File: config.mk
export PLATFORM = sky130hd
export DESIGN_NAME = sframe_rx
export DESIGN_NICKNAME = d
export VERILOG_FILES = /design/src/rtl/sfr_pkg.sv /design/src/rtl/sfr_edge.sv /design/src/rtl/sfr_shift.sv /design/src/rtl/sfr_sdo.sv /design/src/rtl/sframe_rx.sv
export SDC_FILE = /design/constraint.sdc
export NUM_CORES = 1
export LEC_CHECK = 0
export ABC_CLOCK_PERIOD_IN_PS = 2000
export BUFFER_PORTS_ARGS = -buffer_cell sky130_fd_sc_hd__buf_4
export CAP_MARGIN = 15
export CORE_MARGIN = 2
export CORE_UTILIZATION = 49
export CTS_BUF_LIST = sky130_fd_sc_hd__clkbuf_8 sky130_fd_sc_hd__clkbuf_16
export CTS_CLUSTER_DIAMETER = 50
export DETAILED_ROUTE_END_ITERATION = 8
export HOLD_SLACK_MARGIN = 0.08
export PLACE_DENSITY = 0.75
export SYNTH_ARGS = -nofsm -noshare
export SYNTH_HDL_FRONTEND = slang
export SYNTH_SLANG_ARGS = --single-unit
File: constraint.sdc
create_clock -name clk -period 2 [get_ports clk]
set_input_delay 0.4 -clock clk [delete_from_list [all_inputs] [get_ports clk]]
set_output_delay 0.4 -clock clk [all_outputs]
set_load 0.05 [all_outputs]
File: src/rtl/sfr_pkg.sv
package sfr_pkg;

  // saturating bit counter step
  function automatic int sat_inc(input int v, input int lim);
    return (v >= lim) ? lim : v + 1;
  endfunction

  // a frame counts only when its length matches exactly
  function automatic logic frame_complete(input int cnt, input int bits);
    return (cnt == bits);
  endfunction

  // serial output gating: frame open and one of the two uses active
  function automatic logic sdo_gate(input logic bit_val, input logic open,
                                    input logic chain, input logic rb);
    return bit_val & open & (chain | rb);
  endfunction

endpackage

File: src/rtl/sfr_edge.sv
module sfr_edge #(
  parameter int STAGES = 2
) (
  input  logic clk,
  input  logic rst_n,
  input  logic sclk_i,
  input  logic sync_n_i,
  input  logic sdin_i,
  output logic sclk_fall_o,
  output logic sclk_rise_o,
  output logic open_o,
  output logic close_o,
  output logic sdin_s_o
);
  logic [STAGES:0]   sclk_q;
  logic [STAGES:0]   sync_q;
  logic [STAGES-1:0] sdin_q;

  always_ff @(posedge clk or negedge rst_n) begin
    if (!rst_n) begin
      sclk_q <= '1;
      sync_q <= '1;
      sdin_q <= '0;
    end else begin
      sclk_q <= {sclk_q[STAGES-1:0], sclk_i};
      sync_q <= {sync_q[STAGES-1:0], sync_n_i};
      sdin_q <= {sdin_q[STAGES-2:0], sdin_i};
    end
  end

  logic sclk_cur, sclk_prv, sync_cur, sync_prv, low;
  assign sclk_cur = sclk_q[STAGES-1];
  assign sclk_prv = sclk_q[STAGES];
  assign sync_cur = sync_q[STAGES-1];
  assign sync_prv = sync_q[STAGES];
  assign low      = ~sync_cur;

  assign sclk_fall_o = sclk_prv & ~sclk_cur & low;
  assign sclk_rise_o = ~sclk_prv & sclk_cur & low;
  assign open_o      = sync_prv & ~sync_cur;
  assign close_o     = ~sync_prv & sync_cur;
  assign sdin_s_o    = sdin_q[STAGES-1];
endmodule

File: src/rtl/sfr_shift.sv
module sfr_shift #(
  parameter int FRAME_BITS = 24,
  parameter int CNT_W      = 5
) (
  input  logic                  clk,
  input  logic                  rst_n,
  input  logic                  fall_i,
  input  logic                  open_i,
  input  logic                  close_i,
  input  logic                  sdin_i,
  input  logic                  load_i,
  input  logic [FRAME_BITS-1:0] load_data_i,
  output logic                  sr_msb_o,
  output logic [CNT_W-1:0]      cnt_o,
  output logic [FRAME_BITS-1:0] word_o,
  output logic                  word_valid_o
);
  localparam int CNT_LIM = FRAME_BITS + 1;

  logic [FRAME_BITS-1:0] sr;
  logic [CNT_W-1:0]      cnt;

  always_ff @(posedge clk or negedge rst_n) begin
    if (!rst_n) begin
      sr           <= '0;
      cnt          <= '0;
      word_o       <= '0;
      word_valid_o <= 1'b0;
    end else begin
      word_valid_o <= 1'b0;
      if (open_i) begin
        cnt <= '0;
        if (load_i) sr <= load_data_i;
      end else if (close_i) begin
        if (sfr_pkg::frame_complete(int'(cnt), FRAME_BITS)) begin
          word_o       <= sr;
          word_valid_o <= 1'b1;
        end
      end else if (fall_i) begin
        sr  <= {sr[FRAME_BITS-2:0], sdin_i};
        cnt <= CNT_W'(sfr_pkg::sat_inc(int'(cnt), CNT_LIM));
      end
    end
  end

  assign sr_msb_o = sr[FRAME_BITS-1];
  assign cnt_o    = cnt;
endmodule

File: src/rtl/sfr_sdo.sv
module sfr_sdo (
  input  logic clk,
  input  logic rst_n,
  input  logic open_i,
  input  logic close_i,
  input  logic rise_i,
  input  logic rb_req_i,
  input  logic chain_en_i,
  input  logic ld_msb_i,
  input  logic sr_msb_i,
  output logic sdo_o,
  output logic frame_open_o,
  output logic rb_active_o
);
  logic sdo_r;

  always_ff @(posedge clk or negedge rst_n) begin
    if (!rst_n) begin
      sdo_r        <= 1'b0;
      frame_open_o <= 1'b0;
      rb_active_o  <= 1'b0;
    end else if (open_i) begin
      frame_open_o <= 1'b1;
      rb_active_o  <= rb_req_i;
      sdo_r        <= rb_req_i ? ld_msb_i : sr_msb_i;
    end else if (close_i) begin
      frame_open_o <= 1'b0;
      rb_active_o  <= 1'b0;
    end else if (rise_i) begin
      sdo_r <= sr_msb_i;
    end
  end

  assign sdo_o = sfr_pkg::sdo_gate(sdo_r, frame_open_o, chain_en_i, rb_active_o);
endmodule

File: src/rtl/sframe_rx.sv
module sframe_rx #(
  parameter int FRAME_BITS  = 24,
  parameter int SYNC_STAGES = 2
) (
  input  logic                  clk,
  input  logic                  rst_n,
  input  logic                  sclk_i,
  input  logic                  sync_n_i,
  input  logic                  sdin_i,
  input  logic                  chain_en_i,
  input  logic                  rb_req_i,
  input  logic [FRAME_BITS-1:0] rb_data_i,
  output logic                  sdo_o,
  output logic                  word_valid_o,
  output logic [FRAME_BITS-1:0] word_o
);
  localparam int CNT_W = $clog2(FRAME_BITS + 2);

  // named internal events, also watched by the checker
  logic             ev_fall, ev_rise, ev_open, ev_close;
  logic             sdin_s, sr_msb, frame_open, rb_active;
  logic [CNT_W-1:0] bit_cnt;

  sfr_edge #(.STAGES(SYNC_STAGES)) u_edge (
    .clk(clk), .rst_n(rst_n),
    .sclk_i(sclk_i), .sync_n_i(sync_n_i), .sdin_i(sdin_i),
    .sclk_fall_o(ev_fall), .sclk_rise_o(ev_rise),
    .open_o(ev_open), .close_o(ev_close), .sdin_s_o(sdin_s)
  );

  sfr_shift #(.FRAME_BITS(FRAME_BITS), .CNT_W(CNT_W)) u_shift (
    .clk(clk), .rst_n(rst_n),
    .fall_i(ev_fall), .open_i(ev_open), .close_i(ev_close),
    .sdin_i(sdin_s), .load_i(rb_req_i), .load_data_i(rb_data_i),
    .sr_msb_o(sr_msb), .cnt_o(bit_cnt),
    .word_o(word_o), .word_valid_o(word_valid_o)
  );

  sfr_sdo u_sdo (
    .clk(clk), .rst_n(rst_n),
    .open_i(ev_open), .close_i(ev_close), .rise_i(ev_rise),
    .rb_req_i(rb_req_i), .chain_en_i(chain_en_i),
    .ld_msb_i(rb_data_i[FRAME_BITS-1]), .sr_msb_i(sr_msb),
    .sdo_o(sdo_o), .frame_open_o(frame_open), .rb_active_o(rb_active)
  );
endmodule

==> impl_metrics.ini, run 1 <==
[global_routing]
grt_pass1_vias = 1875
grtUsageTotal_pct = 20.07
grt_pass1_wl_um = 9349
grt_max_degree = 35
antenna_found_initial = 0
gr-total-overflow = 0

[cells_and_area]
regArea_um2 = 1634
multi_input_area_um2 = 1085
drive_gt1_share_pct = 45.05
fin_area_um2 = 3575
fin_nets = 325
area_growth_pct = 26.87
final_cells = 365
fillerInstances = 445
final_common_cell = buf_4
final_cell_mix = 60 x buf_4, 59 x dfrtp_1, 52 x nor2_1, 21 x mux2_2, 20 x o22ai_2
diodes = 0

[place]
pre_cts_slack_ps = -28.41
place_area_um2 = 3346
io_buffer_count = 56
hpwl_um = 3752
gp_congestion = 0.7627
numPlacedInstances = 347

[clock_network]
cts_root_buf = clkbuf_8
h-tree-depth = 3
cts_tree = built
cts_buffers = 9
clkSlewWorstSetupHoldPaths_ps = 70
clock_path_buffers = 2
cts.sinks = 65
cts_setup_buffers = 0
insertion_delay_ps = 340

[power_and_ir_drop]
p_per_area_nw_per_um2 = 910.2
vdd_drop_max_v = 0.0004859
leakage_uw = 0.001741
p_total_uw = 3254

[die]
rows = 27
die_area_um2 = 6373
io_pins = 57
die_h_um = 79.83
coreArea_um2 = 5540
die_x_um = 79.83
initial_core_util_pct = 50.86

[sta]
report.final.hold_viol_count = 0
relSlewSlack_pct = 71.31
fin_hold_ws_ps = 167.7
max_clock_freq_mhz = 520.1
layout_min_cycle_time_ps = 1923
max_slew.worst_pin.slew_ps = 430.3
slew_viol_final = 0
final-setup-viol-count = 0
fin_skew_ps = 9.775
fin_ws_ps = 77.35
fin_crit_sh_pct = 96.13

[route]
first_iter_violations = 61
ant_nets = 0
totalWireLength_um = 5823
drt_pre_antenna_iters = 4
wl_per_cell_um = 15.95
vias = 1915
drc_errors = 0
vias_per_cell = 5.247

[synth]
yosysWarnings = 0
ys_top_cells_by_area = dfrtp_1 52%, o22ai_2 8.9%, mux2_2 8.4%, nor2_1 6.9%, dfstp_2 5.6%
synth.top_cell.area_share_pct = 52.40
synth_fp_nets = 259
synth_cell_type_count = 35
async_reset_ff_share_pct = 100.0
synth_area_um2 = 2818
ys_ff_latch = 65
synth_edf_count = 0
synth_area_leader_cell = dfrtp_1
syn_inst = 222
synth.avg_cell_area_um2 = 12.69
synth_seq_area_share_pct = 57.99
synth_ff_type = dfrtp_1

[critical_path]
crit_path_start = u_edge.sync_q[1]
path_class = reg2reg
crit_arrival_ps = 2190
reg2reg_from = u_edge.sync_q[1]
crit_path_end_kind = flop
start_kind = flop
cp_max_fo = 24
required_ps = 2270

[worst_hold_path]
holdCritStartpoint = sclk_i
hold_path_class = in2reg

[outcome]
outcome = finished clean

[job]
cap_viol_max_count = 0
per-layer routing:
layer  vias to the layer above  wire length (um)  global-route usage (%)
met4                         0               116                   9.492
li1                        905                 -                       -
met3                         9               334                   7.240
met2                        57              2854                   30.92
met1                       944              2518                   25.21
met5                         -                 0                       0
registers in the layout, summed over array words and instances, names as in the netlist:
name	count
u_edge.sclk_q	3
u_edge.sync_q	3
u_edge.sdin_q	2
u_sdo.frame_open_o	1
u_shift.sr	24
u_shift.word_o	24
u_sdo.sdo_r	1
u_shift.cnt_o	5
u_shift.word_valid_o	1
u_sdo.rb_active_o	1
what timing repair did:
item	CTS	global route
hold buffers	1	0
setup endpoints to repair	16	9
resized for setup	1	2
gates cloned	1	0
hold endpoints to repair	31	0
final cells by class:
type,instances,area share (%)
Clock buffer,11,4.235
Clock inverter,5,1.330
Inverter,7,0.7350
Multi-Input combinational cell,140,30.35
Sequential cell,65,45.71
Tap cell,72,2.520
Timing Repair Buffer,65,15.12
critical path, cell delays in order, from the launching register on:
cell and delay, ps:
dfstp_2 530, inv_1 60, ha_2 190, or4b_4 530
a21oi_4 190, buf_12 180, nor2_1 60, nor2_1 110
cells in the mapped netlist (3+ instances only):
library cell	count
o22ai_1	4
ha_1	6
buf_2	5
inv_1	6
buf_6	3
dfstp_2	6
nor3b_1	3
nor2_1	52
mux2_1	5
o22ai_2	20
dfrtp_1	59
nand3_1	3
mux2_2	21
nand2_1	4
through the flow:
step | setup TNS, ps | util [%]
floorplan | 0 | -
global placement | 0 | 60.39
detailed placement | -145.3 | 60.39
CTS | 0 | 64.41
global route | -2.225 | 64.52
finish | 0 | 64.52
report_power, final:
group	total, uW	switching [uW]	leakage, uW	internal (uW)
sequential	1680	182	0.000802	1500
clock	1120	487	0.000112	631
combinational	458	220	0.000827	238
total	3250	889	0.00174	2360
logic make-up after synthesis:
kind of cell | synth area share [%]
adders and majority gates | 2.664
DFF | 57.99
buffers and inverters | 4.218
and+or+nand+nor | 10.75
muxes | 10.75
AOI/OAI and AO/OA | 13.63
path summary, 6_finish.rpt:
| kind | end | slack [ps] | depth (start not counted) |
|---|---|---|---|
| setup / recovery | u_shift.sr[6] | 80 | 7 |
| hold / removal | u_edge.sclk_q[0] | 170 | 1 |
| setup reg to reg | u_shift.sr[6] | 80 | 7 |
| hold reg to reg | u_edge.sdin_q[1] | 350 | 0 |
| max in group asynchronous | u_edge.sclk_q[1] | 870 | 3 |
| min in group asynchronous | u_shift.sr[3] | 540 | 2 |
(Power assumes the default switching activity.)
==> run 2, diff against run 1 <==
--- a/config.mk
+++ b/config.mk
@@ -5,16 +5,17 @@
 export SDC_FILE = /design/constraint.sdc
 export NUM_CORES = 1
 export LEC_CHECK = 0
-export ABC_CLOCK_PERIOD_IN_PS = 2000
+export ABC_CLOCK_PERIOD_IN_PS = 1900
 export BUFFER_PORTS_ARGS = -buffer_cell sky130_fd_sc_hd__buf_4
 export CAP_MARGIN = 15
 export CORE_MARGIN = 2
-export CORE_UTILIZATION = 49
+export CORE_UTILIZATION = 54
 export CTS_BUF_LIST = sky130_fd_sc_hd__clkbuf_8 sky130_fd_sc_hd__clkbuf_16
 export CTS_CLUSTER_DIAMETER = 50
 export DETAILED_ROUTE_END_ITERATION = 8
 export HOLD_SLACK_MARGIN = 0.08
-export PLACE_DENSITY = 0.75
+export PLACE_DENSITY = 0.82
+export SETUP_SLACK_MARGIN = 0.5
 export SYNTH_ARGS = -nofsm -noshare
 export SYNTH_HDL_FRONTEND = slang
 export SYNTH_SLANG_ARGS = --single-unit
==> constraint.sdc (replaced) <==
create_clock -name clk -period 1.9 [get_ports clk]
set_input_delay 0.38 -clock clk [delete_from_list [all_inputs] [get_ports clk]]
set_output_delay 0.38 -clock clk [all_outputs]
set_load 0.05 [all_outputs]
==> run 2 against run 1 <==
- the run now ends with setup timing left
- highest routed layer unchanged
- critical endpoint is now u_shift.sr[12]
- critical path type unchanged
- global-route usage up 4.8 points
- die area down 8.8%
- sequential power up 7%
- cell count up 6.0%
- register-to-register slack worse by 120 ps
- sequential cell count unchanged
- fmax down 0.98%
==> impl_metrics.ini, run 2 (synthesis results as in run 1) <==
[clock_network]
cts_root_buf = clkbuf_8
clock_path_buffers = 2
insertion_delay_ps = 340
clkSlewWorstSetupHoldPaths_ps = 70
cts_tree = built
cts.sinks = 65
cts_buffers = 9
h-tree-depth = 3

[cells_and_area]
drive_gt1_share_pct = 58.36
fin_nets = 349
final_common_cell = buf_4
final_cell_mix = 68 x buf_4, 58 x dfrtp_1, 42 x nor2_1, 20 x o22ai_2, 14 x mux2_4
diodes = 0
post-route-util_pct = 80.84
fin_area_um2 = 4103
fillerInstances = 277
area_growth_pct = 45.60

[place]
gp_congestion = 0.7817
io_buffer_count = 56
place_area_um2 = 3357
hpwl_um = 3727

[sta]
fin_crit_sh_pct = 102.2
fin_hold_ws_ps = 144.6
max_clock_freq_mhz = 515.0
layout_min_cycle_time_ps = 1942
report.final.hold_viol_count = 0
slew_viol_final = 0
fin_skew_ps = 9.274
final-setup-viol-count = 2
relSlewSlack_pct = 65.48
max_slew.worst_pin.slew_ps = 513.1
fin_ws_ps = -41.74
rsz0062_at_grt = yes

[die]
die_h_um = 76.24
die_area_um2 = 5812
rows = 26
coreArea_um2 = 5075
io_pins = 57
initial_core_util_pct = 55.52
die_x_um = 76.24

[power_and_ir_drop]
p_per_area_nw_per_um2 = 904.5
p_total_uw = 3711
power.switching_uw = 1069
combPwrFrac_pct = 19.0
vdd_drop_max_v = 0.0007699
p_seq_share_pct = 48.3
intPower_uw = 2642
power.share.clock_pct = 32.7
p_sw_share_pct = 28.82
leakage_uw = 0.001996

[outcome]
outcome = complete, but fails checks
violations = setup timing

[route]
drc_errors = 0
first_iter_violations = 162
ant_nets = 0
wl_per_cell_um = 19.57
vias_per_cell = 5.659
vias = 2190
drt_pre_antenna_iters = 4
totalWireLength_um = 7572

[critical_path]
start_kind = flop
cp_max_fo = 7
path_class = reg2reg
required_ps = 2160
crit_path_end_kind = flop
crit_arrival_ps = 2200

[job]
cap_viol_max_count = 0

[global_routing]
grt_pass1_vias = 2176
grt_max_degree = 38
gr-total-overflow = 0
grt_pass1_wl_um = 11090
grtUsageTotal_pct = 24.85
antenna_found_initial = 0

[worst_hold_path]
hold_path_class = in2reg
run 2: cell types whose count changed in the layout (fill, tap and decap cells not counted), moves of 4 or more:
cell | previous run | this run
inv_2 | 1 | 5
inv_1 | 8 | 4
buf_6 | 0 | 10
nor2_1 | 52 | 42
nor2_2 | 0 | 6
mux2_2 | 21 | 10
nor2_4 | 0 | 4
mux2_4 | 0 | 14
buf_4 | 60 | 68
run 2: power groups by stage:
stage	Sequential (uW)	Clock, uW	Combinational [uW]
6_report	1790	1220	705
2_1_floorplan	1740	0	332
5_1_grt	1810	1300	763
4_1_cts	1740	1220	593
3_5_place_dp	1790	0	480
3_3_place_gp	1780	0	456
run 2: layer usage:
metal	wire length (um)	vias to the layer above	track usage, %
met5	0	-	0
met4	185	0	13.09
met3	446	19	6.280
met2	3782	96	39.20
met1	3156	1119	31.78
li1	-	956	-
run 2: layout make-up:
class	count	area (um^2)	area share (%)
Sequential cell	65	1635	39.86
Multi-Input combinational cell	141	1320	32.17
Tap cell	70	87.58	2.135
Timing Repair Buffer	88	825.8	20.13
Clock buffer	12	165.2	4.026
Inverter	7	26.28	0.6404
Clock inverter	4	42.54	1.037
run 2: path summary, 6_finish.rpt:
| path | from | endpoint | slack (ps) | cells after the start |
|---|---|---|---|---|
| max reg2reg | u_edge.sync_q[1] | u_shift.sr[12] | -40 | 7 |
| min in group asynchronous | rst_n | u_shift.sr[0] | 560 | 2 |
| max in group asynchronous | rst_n | u_shift.word_o[18] | 820 | 3 |
| min | sdin_i | u_edge.sdin_q[0] | 140 | 1 |
| max | u_edge.sync_q[1] | u_shift.sr[12] | -40 | 7 |
| min reg2reg | u_edge.sdin_q[0] | u_edge.sdin_q[1] | 350 | 0 |
run 2: repair_timing:
action,in CTS,in global routing
hold endpoints to repair,30,0
buffers inserted,14,4
resized for setup,25,46
pin swaps,14,8
endpoints found under the setup margin,55,58
hold buffers,1,0
gates cloned,6,0
run 2: per-stage QoR:
stage | std cells | worst slack [ps] | TNS [ps]
2_1_floorplan | 222 | -3.575 | -71.51
3_3_place_gp | 346 | -38.83 | -301.6
3_5_place_dp | 346 | -83.88 | -1250
4_1_cts | 383 | 48.47 | 0
5_1_grt | 387 | -111.5 | -1079
6_report | 387 | -41.74 | -58.71
run 2: worst max-delay path: stages, from the launching register on:
cell and delay [ps]:
dfstp_2 540, inv_2 50, ha_4 150, or4b_4 530, a21oi_4 200, buf_6 190
nor2_2 40, nor2_1 160
